## src/rtl/frx_pkg.sv

```systemverilog
package frx_pkg;

  typedef enum logic [1:0] {
    CMD_START = 2'd0,
    CMD_WRITE = 2'd1,
    CMD_END   = 2'd2,
    CMD_ERROR = 2'd3
  } cmd_e;

  // strobes from the control path to the datapath
  typedef struct packed {
    logic clear;     // new frame: zero the running sum
    logic store;     // write byteData into the body buffer
    logic lastByte;  // the stored byte is the checksum
    logic forceErr;  // framing error: report ERROR now
  } ctl_strobe_t;

  localparam logic [7:0] SOF_CODE = 8'h01;
  localparam logic [7:0] OP_START = 8'h02;
  localparam logic [7:0] OP_WRITE = 8'h03;
  localparam logic [7:0] OP_END   = 8'h04;

endpackage

```

## src/rtl/frx_ctrl.sv

```systemverilog
module frx_ctrl
  import frx_pkg::*;
#(
  parameter int          DEPTH      = 16,
  parameter int          IDX_W      = 4,
  parameter logic [7:0]  SLAVE_ADDR = 8'hA0
) (
  input  logic             clk,
  input  logic             rst_n,
  input  logic             byteValid,
  input  logic [7:0]       byteData,
  input  logic             addrValid,
  input  logic [7:0]       addrByte,
  input  logic             stopSeen,
  input  logic             hostRelease,
  output ctl_strobe_t      strb,
  output logic [IDX_W-1:0] idx,
  output logic [15:0]      payloadLen,
  output logic             relPulse,
  output logic             busHold,
  output logic [1:0]       ledOn
);

  localparam logic [15:0] DEPTH16 = 16'(DEPTH);

  typedef enum logic [1:0] {S_IDLE, S_SOF, S_LEN} st_e;

  st_e              state;
  logic             lenPhase;
  logic [7:0]       lenHi;
  logic [15:0]      lenReg;
  logic [IDX_W-1:0] cnt;
  logic             held;
  logic             dirErr;
  logic             relQ;
  logic             finalByte;

  logic        accByte, addrHit, addrWrite, lenBad, lastBody;
  logic [15:0] lenNow;

  assign accByte   = byteValid && !held && !dirErr && !stopSeen;
  assign addrHit   = addrValid && !held && !dirErr && (addrByte[7:1] == SLAVE_ADDR[7:1]);
  assign addrWrite = addrHit && !addrByte[0];
  assign lenNow    = {lenHi, byteData};
  assign lenBad    = (lenNow < 16'd2) || (lenNow > DEPTH16);
  assign lastBody  = ({{(16-IDX_W){1'b0}}, cnt} == (lenReg - 16'd1));

  always_comb begin
    strb      = '0;
    finalByte = 1'b0;
    if (accByte) begin
      unique case (state)
        S_IDLE: begin
          if (byteData != SOF_CODE) begin
            strb.forceErr = 1'b1;
            finalByte     = 1'b1;
          end else begin
            strb.clear = 1'b1;
          end
        end
        S_SOF: begin
          if (lenPhase && lenBad) begin
            strb.forceErr = 1'b1;
            finalByte     = 1'b1;
          end
        end
        default: begin
          strb.store = 1'b1;
          if (lastBody) begin
            strb.lastByte = 1'b1;
            finalByte     = 1'b1;
          end
        end
      endcase
    end
  end

  always_ff @(posedge clk or negedge rst_n) begin
    if (!rst_n) begin
      state    <= S_IDLE;
      lenPhase <= 1'b0;
      lenHi    <= '0;
      lenReg   <= 16'd2;
      cnt      <= '0;
      held     <= 1'b0;
      dirErr   <= 1'b0;
      relQ     <= 1'b0;
    end else begin
      relQ <= (accByte && !finalByte) || addrWrite || (held && hostRelease);
      if (addrHit && addrByte[0]) dirErr <= 1'b1;
      if (accByte && finalByte)   held <= 1'b1;
      else if (hostRelease)       held <= 1'b0;

      if (stopSeen) begin
        state    <= S_IDLE;
        lenPhase <= 1'b0;
      end else if (accByte) begin
        unique case (state)
          S_IDLE: begin
            if (byteData == SOF_CODE) begin
              state    <= S_SOF;
              lenPhase <= 1'b0;
            end
          end
          S_SOF: begin
            if (!lenPhase) begin
              lenHi    <= byteData;
              lenPhase <= 1'b1;
            end else begin
              lenPhase <= 1'b0;
              if (lenBad) begin
                state <= S_IDLE;
              end else begin
                lenReg <= lenNow;
                cnt    <= '0;
                state  <= S_LEN;
              end
            end
          end
          default: begin
            if (lastBody) state <= S_IDLE;
            else          cnt   <= cnt + 1'b1;
          end
        endcase
      end
    end
  end

  assign idx        = cnt;
  assign payloadLen = lenReg - 16'd2;
  assign relPulse   = relQ;
  assign busHold    = held || dirErr;
  assign ledOn      = {dirErr, dirErr};

endmodule

```

## src/rtl/frx_data.sv

```systemverilog
module frx_data
  import frx_pkg::*;
#(
  parameter int DEPTH = 16,
  parameter int IDX_W = 4
) (
  input  logic             clk,
  input  logic             rst_n,
  input  logic [7:0]       byteData,
  input  ctl_strobe_t      strb,
  input  logic [IDX_W-1:0] idx,
  input  logic [IDX_W-1:0] rdIdx,
  output logic [7:0]       rdData,
  output logic             frameValid,
  output logic [1:0]       cmdCode
);

  logic [7:0]       body [DEPTH];
  logic [7:0]       sum;
  logic [IDX_W-1:0] rdPtr;

  function automatic cmd_e decodeCmd(input logic [7:0] op, input logic sumOk);
    if (!sumOk) return CMD_ERROR;
    case (op)
      OP_START: return CMD_START;
      OP_WRITE: return CMD_WRITE;
      OP_END:   return CMD_END;
      default:  return CMD_ERROR;
    endcase
  endfunction

  always_ff @(posedge clk) begin
    if (strb.store) body[idx] <= byteData;
  end

  always_ff @(posedge clk or negedge rst_n) begin
    if (!rst_n) begin
      sum        <= '0;
      frameValid <= 1'b0;
      cmdCode    <= CMD_ERROR;
    end else begin
      frameValid <= 1'b0;
      if (strb.clear) sum <= '0;
      else if (strb.store && !strb.lastByte) sum <= sum + byteData;

      if (strb.forceErr) begin
        frameValid <= 1'b1;
        cmdCode    <= CMD_ERROR;
      end else if (strb.store && strb.lastByte) begin
        frameValid <= 1'b1;
        cmdCode    <= decodeCmd(body[0], sum == byteData);
      end
    end
  end

  assign rdPtr  = rdIdx + IDX_W'(1);
  assign rdData = body[rdPtr];

endmodule

```

## src/rtl/cmd_frame_rx.sv

```systemverilog
module cmd_frame_rx #(
  parameter int         DEPTH      = 16,
  parameter logic [7:0] SLAVE_ADDR = 8'hA0,
  localparam int        IDX_W      = $clog2(DEPTH)
) (
  input  logic             clk,
  input  logic             rst_n,
  input  logic             byteValid,
  input  logic [7:0]       byteData,
  input  logic             addrValid,
  input  logic [7:0]       addrByte,
  input  logic             stopSeen,
  input  logic             hostRelease,
  input  logic [IDX_W-1:0] rdIdx,
  output logic [7:0]       rdData,
  output logic             frameValid,
  output logic [1:0]       cmdCode,
  output logic [15:0]      payloadLen,
  output logic             relPulse,
  output logic             busHold,
  output logic [1:0]       ledOn
);

  frx_pkg::ctl_strobe_t strb;
  logic [IDX_W-1:0]     idx;

  frx_ctrl #(.DEPTH(DEPTH), .IDX_W(IDX_W), .SLAVE_ADDR(SLAVE_ADDR)) u_ctrl (
    .clk(clk), .rst_n(rst_n),
    .byteValid(byteValid), .byteData(byteData),
    .addrValid(addrValid), .addrByte(addrByte),
    .stopSeen(stopSeen), .hostRelease(hostRelease),
    .strb(strb), .idx(idx), .payloadLen(payloadLen),
    .relPulse(relPulse), .busHold(busHold), .ledOn(ledOn)
  );

  frx_data #(.DEPTH(DEPTH), .IDX_W(IDX_W)) u_data (
    .clk(clk), .rst_n(rst_n),
    .byteData(byteData), .strb(strb), .idx(idx),
    .rdIdx(rdIdx), .rdData(rdData),
    .frameValid(frameValid), .cmdCode(cmdCode)
  );

endmodule

```

## config.mk

```make
export PLATFORM = sky130hd
export DESIGN_NAME = cmd_frame_rx
export DESIGN_NICKNAME = d
export VERILOG_FILES = /design/src/rtl/frx_pkg.sv /design/src/rtl/frx_ctrl.sv /design/src/rtl/frx_data.sv /design/src/rtl/cmd_frame_rx.sv
export SDC_FILE = /design/constraint.sdc
export NUM_CORES = 1
export LEC_CHECK = 0
export CELL_PAD_IN_SITES_DETAIL_PLACEMENT = 1
export CELL_PAD_IN_SITES_GLOBAL_PLACEMENT = 1
export CORE_ASPECT_RATIO = 0.7
export CORE_MARGIN = 2
export CORE_UTILIZATION = 45
export DETAILED_ROUTE_END_ITERATION = 10
export PLACE_DENSITY = 0.78
export RECOVER_POWER = 100
export SYNTH_ARGS = -nofsm -noshare
export SYNTH_HDL_FRONTEND = slang
export SYNTH_SLANG_ARGS = --single-unit
```

## constraint.sdc

```tcl
create_clock -name clk -period 2.61 [get_ports clk]
set_clock_uncertainty 0.05 [all_clocks]
set_input_delay 0.3915 -clock clk [delete_from_list [all_inputs] [get_ports clk]]
set_output_delay 0.3915 -clock clk [all_outputs]
set_load 0.03 [all_outputs]
```

==> results by group <==
Clocking
  • TritonCTS clock tree: done
  • Max clock buf depth: 2
  • Worst-Skew Late Latency: 0.45 ns
  • Clock Sinks: around 170
  • CTS root buf: clkbuf_16
  • H-tree depth: 4
  • Clock transition at the registers of the reported paths: around 0.080 ns
  • TritonCTS Buffers: 17

STA
  • Final Hold Fails: 0
  • Final min period: 3.03 ns
  • Setup TNS: -8.57 ns
  • Final setup margin: -0.420 ns
  • RSZ-0062 raised after global routing: true
  • Fmax: 330 MHz
  • Slew @ Worst Pin: 1.09 ns
  • Period utilization: 116%
  • Headroom to the max-slew limit: 27.4%
  • Final setup viols: 61
  • Slew Viols, Final: 0

Critical path
  • Required time of the worst setup path: 2.93 ns
  • Worst setup EP type: flop
  • Worst Setup SP: u_ctrl.lenReg[1]$_DFFE_PN1P_
  • Crit path largest cell delay: 0.54 ns
  • Reg2Reg Launch Point: u_ctrl.lenReg[1]$_DFFE_PN1P_
  • Worst path arrival time: approximately 3.4 ns
  • CP Cell Sequence: clkinvlp_4 -> ha_4 -> or3b_4 -> or4_4 -> nand4_1 -> nor4b_4 -> nand3_2 -> or3_4 -> o22a_1
  • CP Launch Type: flop
  • Crit path kind: reg -> reg
  • Slowest cell on crit path: or4_4
  • CP max FO: 6
  • FF-to-FF path depth: 9
  • Worst Path Buf+Inv: 1
  • Worst R2R End: u_data.cmdCode[0]$_DFFE_PN1P_
  • Worst reg-to-reg setup slack: -0.42 ns
  • Top delay family on crit path: simple AND/OR/NAND/NOR gates

Yosys
  • Number of enable flip-flop cells after synthesis: 128
  • Sequential cell area fraction in the yosys report: 62.0%
  • Top FF cell, synth: edfxtp_1
  • Synth async-reset ratio: 26.0%
  • Mapped Cells: 537
  • Synth warn: 0
  • Distinct cells, synth: 64
  • Synth area leader: edfxtp_1
  • Register bit total from synthesis: 173
  • Commonest cells in the netlist: 128 x edfxtp_1, 42 x dfrtp_1, 40 x mux4_2, 23 x nand2_1, 22 x nor2_1
  • Syn_nets: 579
  • Synthesized area: 8020 um2
  • Most numerous cell in the Yosys netlist: edfxtp_1
  • Top-area cell type share of the netlist area: 47.9%
  • Synth top area cells: edfxtp_1 48%, dfrtp_1 13%, mux4_2 11%
  • Syn_area_per_cell: roughly 15 um2

Power and ir drop
  • Pwr per Cell Area: 729 nW/um2
  • Total chip power: 7630 uW
  • Peak supply drop: approximately 0.00051 V
  • Leakage: just under 0.004 uW

Global route
  • Initial antenna violation count: 1
  • Pin count of the biggest net entering global routing: 28
  • Grt ovf: 0
  • Vias in the first global route: 6,289
  • Gr usage total: approximately 30%
  • First-pass GRT wire length: 40,600 um

Min path
  • Worst hold path stage count: 1
  • HP Start: u_data.sum[4]$_DFFE_PN0P_
  • Hold Crit Endpoint: u_data.sum[4]$_DFFE_PN0P_
  • Hold WC Path Type: reg -> reg

Route
  • DRT iter0 DRCs: 680
  • # DRC: 0
  • WL/cell: 29.8 um
  • Vias per inst: 6.38
  • Pre-antenna DRT Iters: 5
  • Vias: 6,044
  • ANT nets after route: 0
  • Drt total wl: 28,300 um

Floorplan
  • I/O Pins: 57
  • Core Footprint: 17,300 um2
  • Initial Util: 46.3%
  • Chip height: 116 um
  • Die area: 18,900 um2
  • DIE WIDTH: 164 um
  • Core Rows: 40

Outcome
  • Failing checks: setup timing
  • Outcome: complete, but fails checks

Placed design
  • RePlAce Congestion: 0.833
  • Port Buffers: 56
  • Post-DP HPWL: 18,000 um

Layout
  • Share of cells above drive strength 1: 37.8%
  • Area delta synth->final: 30.5%
  • Final nets: 745

Flow run
  • Maxcap violations: 0
[stage by stage]
step / util [%] / std cells / worst slack [ns] / hold slack [ns] / area [um2]
2_1_floorplan: - / 537 / -0.107 / 0.0459 / 8110
3_3_place_gp: 55.8 / 898 / -0.670 / 0.307 / 9660
3_5_place_dp: 55.8 / 898 / -0.743 / 0.329 / 9660
4_1_cts: 60.6 / 940 / -0.333 / 0.405 / 10500
5_1_grt: 60.4 / 947 / -0.439 / 0.476 / 10500
6_report: 60.5 / 948 / -0.420 / 0.454 / 10500
[cells by family (layout without fill, tap and decap cells)]
family                   count (synthesis)  after routing  synth area share, %
AND/OR/NAND/NOR                        157            157                 11.2
multiplexers                            57             57                 13.5
AO/OA/AOI/OAI                           63             63                 5.40
adder cells (fa/ha/maj)                 16             16                 2.59
other                                    0              1                    0
flip-flops                             173            173                 62.0
XOR/XNOR                                27             27                 2.95
buffers and inverters                   44            223                 2.35
[where the power goes]
part	switching, uW	internal, uW	total (uW)
clock network	1240	1450	2690
registers	166	3120	3290
logic	895	755	1650
[state kept, by name, summed over array words and instances (netlist names)]
signal	cells
u_ctrl.idx	4
u_ctrl.lenHi	8
u_data.cmdCode	2
u_ctrl.state	2
u_ctrl.held	1
u_data.sum	8
u_ctrl.lenPhase	1
u_data.frameValid	1
u_data.body	128
u_ctrl.dirErr	1
u_ctrl.lenReg	16
u_ctrl.relPulse	1
[area by class of cell]
cell class	instances	area, um2
Sequential cell	173	4970
Tap cell	231	289
Inverter	19	75.1
Antenna cell	1	2.50
Multi-Input combinational cell	320	3180
Clock buffer	17	425
Timing Repair Buffer	172	1340
Fill cell	1660	6850
Clock inverter	15	181
[what timing repair did]
| item | 4_1_cts | 5_1_grt |
|---|---|---|
| pin swaps | 13 | 10 |
| buffers inserted | 9 | 7 |
| endpoints found under the setup margin | 40 | 34 |
| gates resized for setup | 114 | 30 |
| hold buffers | 1 | 0 |
| hold endpoints to repair | 18 | 0 |
[worst max path at each step]
stage,depth (start not counted),slack [ns],endpoint
2_1_floorplan,10,-0.11,u_ctrl.idx[2]$_DFFE_PN0P_
6_report,9,-0.42,u_data.cmdCode[0]$_DFFE_PN1P_
5_1_grt,10,-0.44,u_ctrl.state[0]$_DFFE_PN0P_
4_1_cts,9,-0.33,u_data.cmdCode[0]$_DFFE_PN1P_
3_5_place_dp,6,-0.74,rdData[1]
3_3_place_gp,6,-0.67,rdData[3]
[metal layers]
metal	vias up	routed length [um]	part of all wire (%)	global-route usage, %
li1	2439	-	-	-
met1	3156	10500	37	38.5
met2	359	14500	51	52.1
met3	90	2270	8.0	5.73
met4	0	1040	3.7	11.4
met5	-	0	0	0
[layout by cell type, fill, tap and decap left out, drive strengths merged, types with 4 or more instances in the layout]
master | synthesis | layout
dlygate4sd3 | 0 | 18
o21ai | 13 | 13
ha | 15 | 15
mux4 | 40 | 40
edfxtp | 128 | 128
or3 | 6 | 6
or4 | 4 | 4
a31oi | 4 | 4
inv | 19 | 24
nor2 | 22 | 22
nor2b | 16 | 16
mux2 | 11 | 11
xnor2 | 15 | 15
dfrtp | 42 | 42
nand3 | 14 | 14
o31ai | 6 | 6
and3 | 6 | 6
nor4b | 4 | 4
buf | 8 | 106
nor4 | 13 | 13
and2 | 17 | 17
nor3 | 11 | 11
xor2 | 12 | 12
o211ai | 5 | 5
clkdlybuf4s50 | 0 | 14
clkinvlp | 0 | 4
mux2i | 6 | 6
nand2b | 4 | 4
nand4 | 7 | 7
clkinv | 0 | 4
clkbuf | 17 | 47
nand2 | 24 | 24
a21oi | 9 | 9
o2bb2ai | 4 | 4
(Power assumes the default switching activity.)
